[src/rtl/dmem_pkg.sv]
package dmem_pkg;
  localparam int ADDR_W = 32;
  localparam int DATA_W = 32;
  localparam logic [ADDR_W-1:0] IO_ADDR = 32'hFFFF_FFFC;

  typedef struct packed {
    logic io_hit;
    logic ram_we;
    logic port_we;
  } dmem_sel_t;

  // Full-width compare so every address bit takes part in the I/O decode
  function automatic logic io_match(input logic [ADDR_W-1:0] a);
    return a == IO_ADDR;
  endfunction

  function automatic dmem_sel_t classify(input logic [ADDR_W-1:0] a,
                                         input logic we);
    dmem_sel_t s;
    s.io_hit  = io_match(a);
    s.ram_we  = we & ~s.io_hit;
    s.port_we = we & s.io_hit;
    return s;
  endfunction
endpackage

[src/rtl/dmem_decode.sv]
module dmem_decode
  import dmem_pkg::*;
#(
  parameter int IDX_W = 6
) (
  input  logic [ADDR_W-1:0] addr,
  input  logic              wr_en,
  output dmem_sel_t         sel,
  output logic [IDX_W-1:0]  idx
);
  always_comb begin
    sel = classify(addr, wr_en);
    idx = addr[IDX_W+1:2];
  end
endmodule

[src/rtl/dmem_ram.sv]
module dmem_ram #(
  parameter int DEPTH  = 64,
  parameter int DATA_W = 32,
  localparam int IDX_W = $clog2(DEPTH)
) (
  input  logic              clk,
  input  logic              we,
  input  logic [IDX_W-1:0]  idx,
  input  logic [DATA_W-1:0] wdata,
  output logic [DATA_W-1:0] rdata
);
  logic [DATA_W-1:0] mem [DEPTH];

  always_ff @(posedge clk) begin
    if (we) mem[idx] <= wdata;
  end

  assign rdata = mem[idx];
endmodule

[src/rtl/dmem_outport.sv]
module dmem_outport #(
  parameter int DATA_W = 32
) (
  input  logic              clk,
  input  logic              rst_n,
  input  logic              we,
  input  logic [DATA_W-1:0] d,
  output logic [DATA_W-1:0] q
);
  always_ff @(posedge clk or negedge rst_n) begin
    if (!rst_n)  q <= '0;
    else if (we) q <= d;
  end
endmodule

[src/rtl/dmem_io.sv]
module dmem_io
  import dmem_pkg::*;
#(
  parameter int DEPTH = 64,
  localparam int IDX_W = $clog2(DEPTH)
) (
  input  logic              clk,
  input  logic              rst_n,
  input  logic              wr_en,
  input  logic [ADDR_W-1:0] addr,
  input  logic [DATA_W-1:0] wr_data,
  output logic [DATA_W-1:0] rd_data,
  input  logic [DATA_W-1:0] io_in,
  output logic [DATA_W-1:0] io_out
);
  dmem_sel_t         sel;
  logic [IDX_W-1:0]  idx;
  logic [DATA_W-1:0] ram_rd;
  // Named events for the checker
  logic io_hit, ram_we, port_we;

  dmem_decode #(.IDX_W(IDX_W)) u_dec (
    .addr(addr), .wr_en(wr_en), .sel(sel), .idx(idx)
  );

  assign io_hit  = sel.io_hit;
  assign ram_we  = sel.ram_we;
  assign port_we = sel.port_we;

  dmem_ram #(.DEPTH(DEPTH), .DATA_W(DATA_W)) u_ram (
    .clk(clk), .we(ram_we), .idx(idx), .wdata(wr_data), .rdata(ram_rd)
  );

  dmem_outport #(.DATA_W(DATA_W)) u_port (
    .clk(clk), .rst_n(rst_n), .we(port_we), .d(wr_data), .q(io_out)
  );

  assign rd_data = io_hit ? io_in : ram_rd;
endmodule

[config.mk]
export PLATFORM = sky130hd
export DESIGN_NAME = dmem_io
export DESIGN_NICKNAME = d
export VERILOG_FILES = /design/src/rtl/dmem_pkg.sv /design/src/rtl/dmem_decode.sv /design/src/rtl/dmem_ram.sv /design/src/rtl/dmem_outport.sv /design/src/rtl/dmem_io.sv
export SDC_FILE = /design/constraint.sdc
export NUM_CORES = 2
export LEC_CHECK = 0
export BUFFER_PORTS_ARGS = -buffer_cell sky130_fd_sc_hd__buf_2
export CORE_ASPECT_RATIO = 0.5
export CORE_MARGIN = 5
export CORE_UTILIZATION = 45
export DETAILED_ROUTE_END_ITERATION = 6
export GPL_ROUTABILITY_DRIVEN = 0
export HOLD_SLACK_MARGIN = 0.03
export SLEW_MARGIN = 20
export SYNTH_ARGS = -nofsm -noshare
export SYNTH_HDL_FRONTEND = slang
export SYNTH_HIERARCHICAL = 1
export SYNTH_SLANG_ARGS = --single-unit
[constraint.sdc]
create_clock -name clk -period 7.1 [get_ports clk]
set_clock_uncertainty 0.2 [all_clocks]
set_input_delay 1.775 -clock clk [delete_from_list [all_inputs] [get_ports clk]]
set_output_delay 1.775 -clock clk [all_outputs]
set_load 0.01 [all_outputs]
==> tab_implementation.tex <==
\begin{tabular}{lr}
\hline
Metric & Value \\
\hline
\multicolumn{2}{l}{\textbf{STA}} \\
\quad Final critical-path setup slack & approximately 0.045 ns \\
\quad Minimum clock period & around 7 ns \\
\quad Highest achievable clock rate & about 0.14 GHz \\
\quad Transition time of the tightest slew-check pin & around 1.1 ns \\
\quad WHS & 0.307 ns \\
\quad Worst slew margin relative to its limit & 0.255 \\
\quad Post-route fraction of the period consumed by the critical path & 0.994 \\
\quad Unrepaired setup endpoints after global routing & false \\
\quad Final-report setup violation count & 0 \\
\quad Setup Total Neg Slack & 0 ns \\
\quad Fin. Hold Viols & 0 \\
\quad Number of pins exceeding their max-slew limit in the final report & 0 \\
\multicolumn{2}{l}{\textbf{Layout}} \\
\quad Number of non-filler instances in the completed layout & roughly 7000 \\
\quad Sequential cell area & approximately 0.062 mm² \\
\quad Fraction of final layout cells with drive strength greater than 1 & 0.232 \\
\quad Count of nets after finishing & roughly 4800 \\
\quad Total of fill cells in the finished design & between 10000 and 15000 \\
\quad Combined area of the multi-input logic cells & 0.0171 mm² \\
\quad Final cell area excluding filler cells & around 0.092 mm² \\
\quad Area added between synthesis and finish & 14.9\% \\
\multicolumn{2}{l}{\textbf{Setup path}} \\
\quad CP Max Fanout & 37 \\
\quad Startpoint class of the critical path & input port \\
\quad CP endpoint kind & output port \\
\quad Worst setup path class & input port to output port \\
\quad CP arrival & 5.08 ns \\
\quad Required time at the worst-slack endpoint & roughly 5.1 ns \\
\multicolumn{2}{l}{\textbf{Logic synthesis}} \\
\quad Yosys warning count & 6 \\
\quad Prevailing post-synth register cell & edfxtp\_1 \\
\quad Flops \& latches, synth & between 2000 and 2500 \\
\quad Cell area after synthesis & between 0.08 and 0.09 mm² \\
\quad Synthesized-area fraction occupied by adder cells & 0 \\
\quad Xor-xnor portion of the synthesized cell area & 0 \\
\quad Gate count after technology mapping & 4330 \\
\quad Main combinational cell family by area after synthesis & multiplexers \\
\quad Area fraction in and, or, nand and nor cells after synthesis & 0.0287 \\
\quad Total nets after synthesis & 4429 \\
\quad Mean post-synth cell area & 18.6 µm² \\
\quad Number of flops mapped to enable cells by yosys & $\sim$2000 \\
\quad Number of distinct library cells after synthesis & 59 \\
\quad Share of the synthesized area in compound gates (AO/OA/AOI/OAI) & 0.0852 \\
\quad Fraction of the yosys area taken by sequential cells & 0.776 \\
\quad Proportion of register bits with asynchronous set or reset after synthesis & 0.0154 \\
\quad Proportion of synthesized area in mux cells & 0.0916 \\
\multicolumn{2}{l}{\textbf{Clock network}} \\
\quad Clock-pin transition on the worst setup and hold timing paths & approximately 0.06 ns \\
\quad CTS max path bufs & 4 \\
\quad Root Driver & clkbuf\_16 \\
\quad Clock Latency Late Sink & 0.81 ns \\
\quad CTS Hold Bufs & 0 \\
\quad Clock buffer count from CTS & around 190 \\
\quad Clock tree sinks & about 2100 \\
\quad Clock H-tree levels & 4 \\
\quad Clock tree from TritonCTS & built \\
\quad Post-CTS Setup Bufs & 0 \\
\multicolumn{2}{l}{\textbf{Die}} \\
\quad Full die area & between 0.15 and 0.2 mm² \\
\quad Row count & $\sim$110 \\
\quad Area of the core & roughly 0.18 mm² \\
\quad Horizontal die dimension & slightly above 600 µm \\
\quad IO Pins & roughly 160 \\
\quad Y dimension of the die & just over 300 µm \\
\quad Initial Util & 0.454 \\
\multicolumn{2}{l}{\textbf{Place}} \\
\quad Placement Cell Area & roughly 0.086 mm² \\
\quad Pre-CTS setup slack & 0.0159 ns \\
\quad Dpl cells & a little under 7000 \\
\quad Count of input and output buffers & approximately 160 \\
\quad Final HPWL DP & $\sim$130 mm \\
\multicolumn{2}{l}{\textbf{GRT}} \\
\quad Global-route wire length before repair & roughly 320 mm \\
\quad Total track usage & 0.234 \\
\quad Pin count of the biggest net entering global routing & 93 \\
\quad Via count of the first global-routing pass & roughly 44000 \\
\quad Total overflow reported by the global router & 0 \\
\quad Antenna violations before repair & 2 \\
\multicolumn{2}{l}{\textbf{Routing}} \\
\quad DRC violation count after routing & 0 \\
\quad Wire length reported by the detailed router & between 200 and 250 mm \\
\quad Vias per Instance & 6.20 \\
\quad DR WL/cell & roughly 31 µm \\
\quad Detailed-routing iteration count for the pre-antenna-repair pass & 5 \\
\quad Violation count after the first detailed-route iteration & around 5000 \\
\quad Vias after detailed routing & $\sim$45000 \\
\quad Antenna Violating Nets Remaining & 0 \\
\multicolumn{2}{l}{\textbf{Power}} \\
\quad Pwr/cell area & 275 mW/mm² \\
\quad Worst IR drop on VDD & $\sim$190 µV \\
\quad Leak pwr & around 0.03 µW \\
\multicolumn{2}{l}{\textbf{Run status}} \\
\quad Status & complete, no violations \\
\multicolumn{2}{l}{\textbf{Job}} \\
\quad Max cap viols & 0 \\
\multicolumn{2}{l}{\textbf{Worst hold path}} \\
\quad Hold Path Class & flip-flop to flip-flop \\
\hline
\end{tabular}
-- timing repair --
| item | in CTS | in global routing |
|---|---|---|
| cloned | 0 | 0 |
| endpoints found under the hold margin | 0 | 0 |
| endpoints found under the setup margin | 1 | 7 |
| gates resized for setup | 1 | 2 |
-- report_power, final --
| part | leakage (µW) | switching (µW) | internal (µW) | total (µW) |
|---|---|---|---|---|
| clock | 0.00297 | 4400 | 5880 | 10300 |
| sequential | 0.0189 | 18.3 | 13600 | 13600 |
| combinational | 0.00839 | 965 | 516 | 1480 |
| total | 0.0302 | 5380 | 20000 | 25300 |
-- layout by cell type (no fill, tap or decap), types with 66 or more instances in the layout --
master     Yosys  final
buf_4         14    258
mux2i_1      259    259
nor2_4         0     67
clkbuf_16      0    194
and3_1        86     85
mux2_2       151    151
buf_2         83    157
a22o_1        66     66
o21ai_0       84     84
a22oi_1      188    188
a21oi_1      121    121
nor2_1       145     77
a221oi_1     175    175
mux4_2        96     96
o22ai_1       93     93
edfxtp_1    2048   2048
o22a_1        70     70
-- final cells by class --
cell class	count	share of cell area
Clock buffer	240	0.0550
Inverter	2	0.000163
Antenna cell	5	0.000136
Sequential cell	2080	0.675
Multi-Input combinational cell	1936	0.185
Clock inverter	99	0.0114
Tap cell	2386	0.0324
Timing Repair Buffer	466	0.0406
-- per-stage QoR --
stage                     total power (µW)  utilization
after CTS                            25500        0.521
after global routing                 26100        0.521
after global placement               15300        0.486
final                                25300        0.521
after detailed placement             15300        0.486
after floorplan                      14600            -
-- registers in the layout, indices dropped and copies added (netlist names) --
register   count
u_ram/mem   2048
u_port/q      32
-- path summary, 6_finish.rpt --
kind / startpoint / to / slack (ns) / depth (start not counted)
worst max-delay path: addr[4] / rd_data[20] / 0.04 / 12
worst min-delay path: u_port/q[11]$_DFFE_PN0P_ / u_port/q[11]$_DFFE_PN0P_ / 0.31 / 1
worst max register to register: u_port/q[15]$_DFFE_PN0P_ / u_port/q[15]$_DFFE_PN0P_ / 6.11 / 1
worst min register to register: u_port/q[11]$_DFFE_PN0P_ / u_port/q[11]$_DFFE_PN0P_ / 0.31 / 1
max in group asynchronous: rst_n / u_port/q[31]$_DFFE_PN0P_ / 5.40 / 1
min in group asynchronous: rst_n / u_port/q[26]$_DFFE_PN0P_ / 0.82 / 1
-- worst max-delay path: stages --
cell,delay (ns)
buf_8,0.33
buf_12,0.29
nor2b_2,0.25
buf_12,0.23
a22o_1,0.20
a221oi_1,0.30
a211oi_1,0.21
a2111oi_0,0.45
buf_4,0.19
nand3_1,0.24
mux2_4,0.36
buf_2,0.14
-- Yosys cell counts, types with 28 or more instances --
cell,number,area share
a22o_1,66,0.0072
mux4_2,96,0.027
and3_1,86,0.0067
buf_1,33,0.0015
nor2_1,145,0.0068
mux2i_1,259,0.032
o22a_1,70,0.0076
a31oi_1,43,0.0033
nand2_1,28,0.0013
dfrtp_1,32,0.010
a22oi_1,188,0.018
nand3_1,54,0.0034
o21ai_0,84,0.0052
mux2_4,60,0.011
a21oi_1,121,0.0075
edfxtp_1,2048,0.77
clkbuf_1,168,0.0079
o22ai_1,93,0.0072
buf_2,83,0.0052
mux2_2,151,0.021
a221oi_1,175,0.019
-- per-layer routing --
layer | share of wire | track usage | vias to the layer above
met1 | 0.40 | 0.320 | 23400
met2 | 0.47 | 0.378 | 2183
met3 | 0.088 | 0.0460 | 391
met4 | 0.037 | 0.0804 | 2
met5 | 0.00013 | 0.00147 | -
li1 | - | - | 18700
-- kinds of logic (layout without fill, tap and decap cells) --
logic type | after synthesis | count (layout)
AO/OA/AOI/OAI | 934 | 934
buffers and inverters | 314 | 807
flip-flops | 2080 | 2080
multiplexers | 566 | 566
other | 0 | 5
AND/OR/NAND/NOR | 436 | 436
Note: power is estimated with default switching activity, not from simulation.
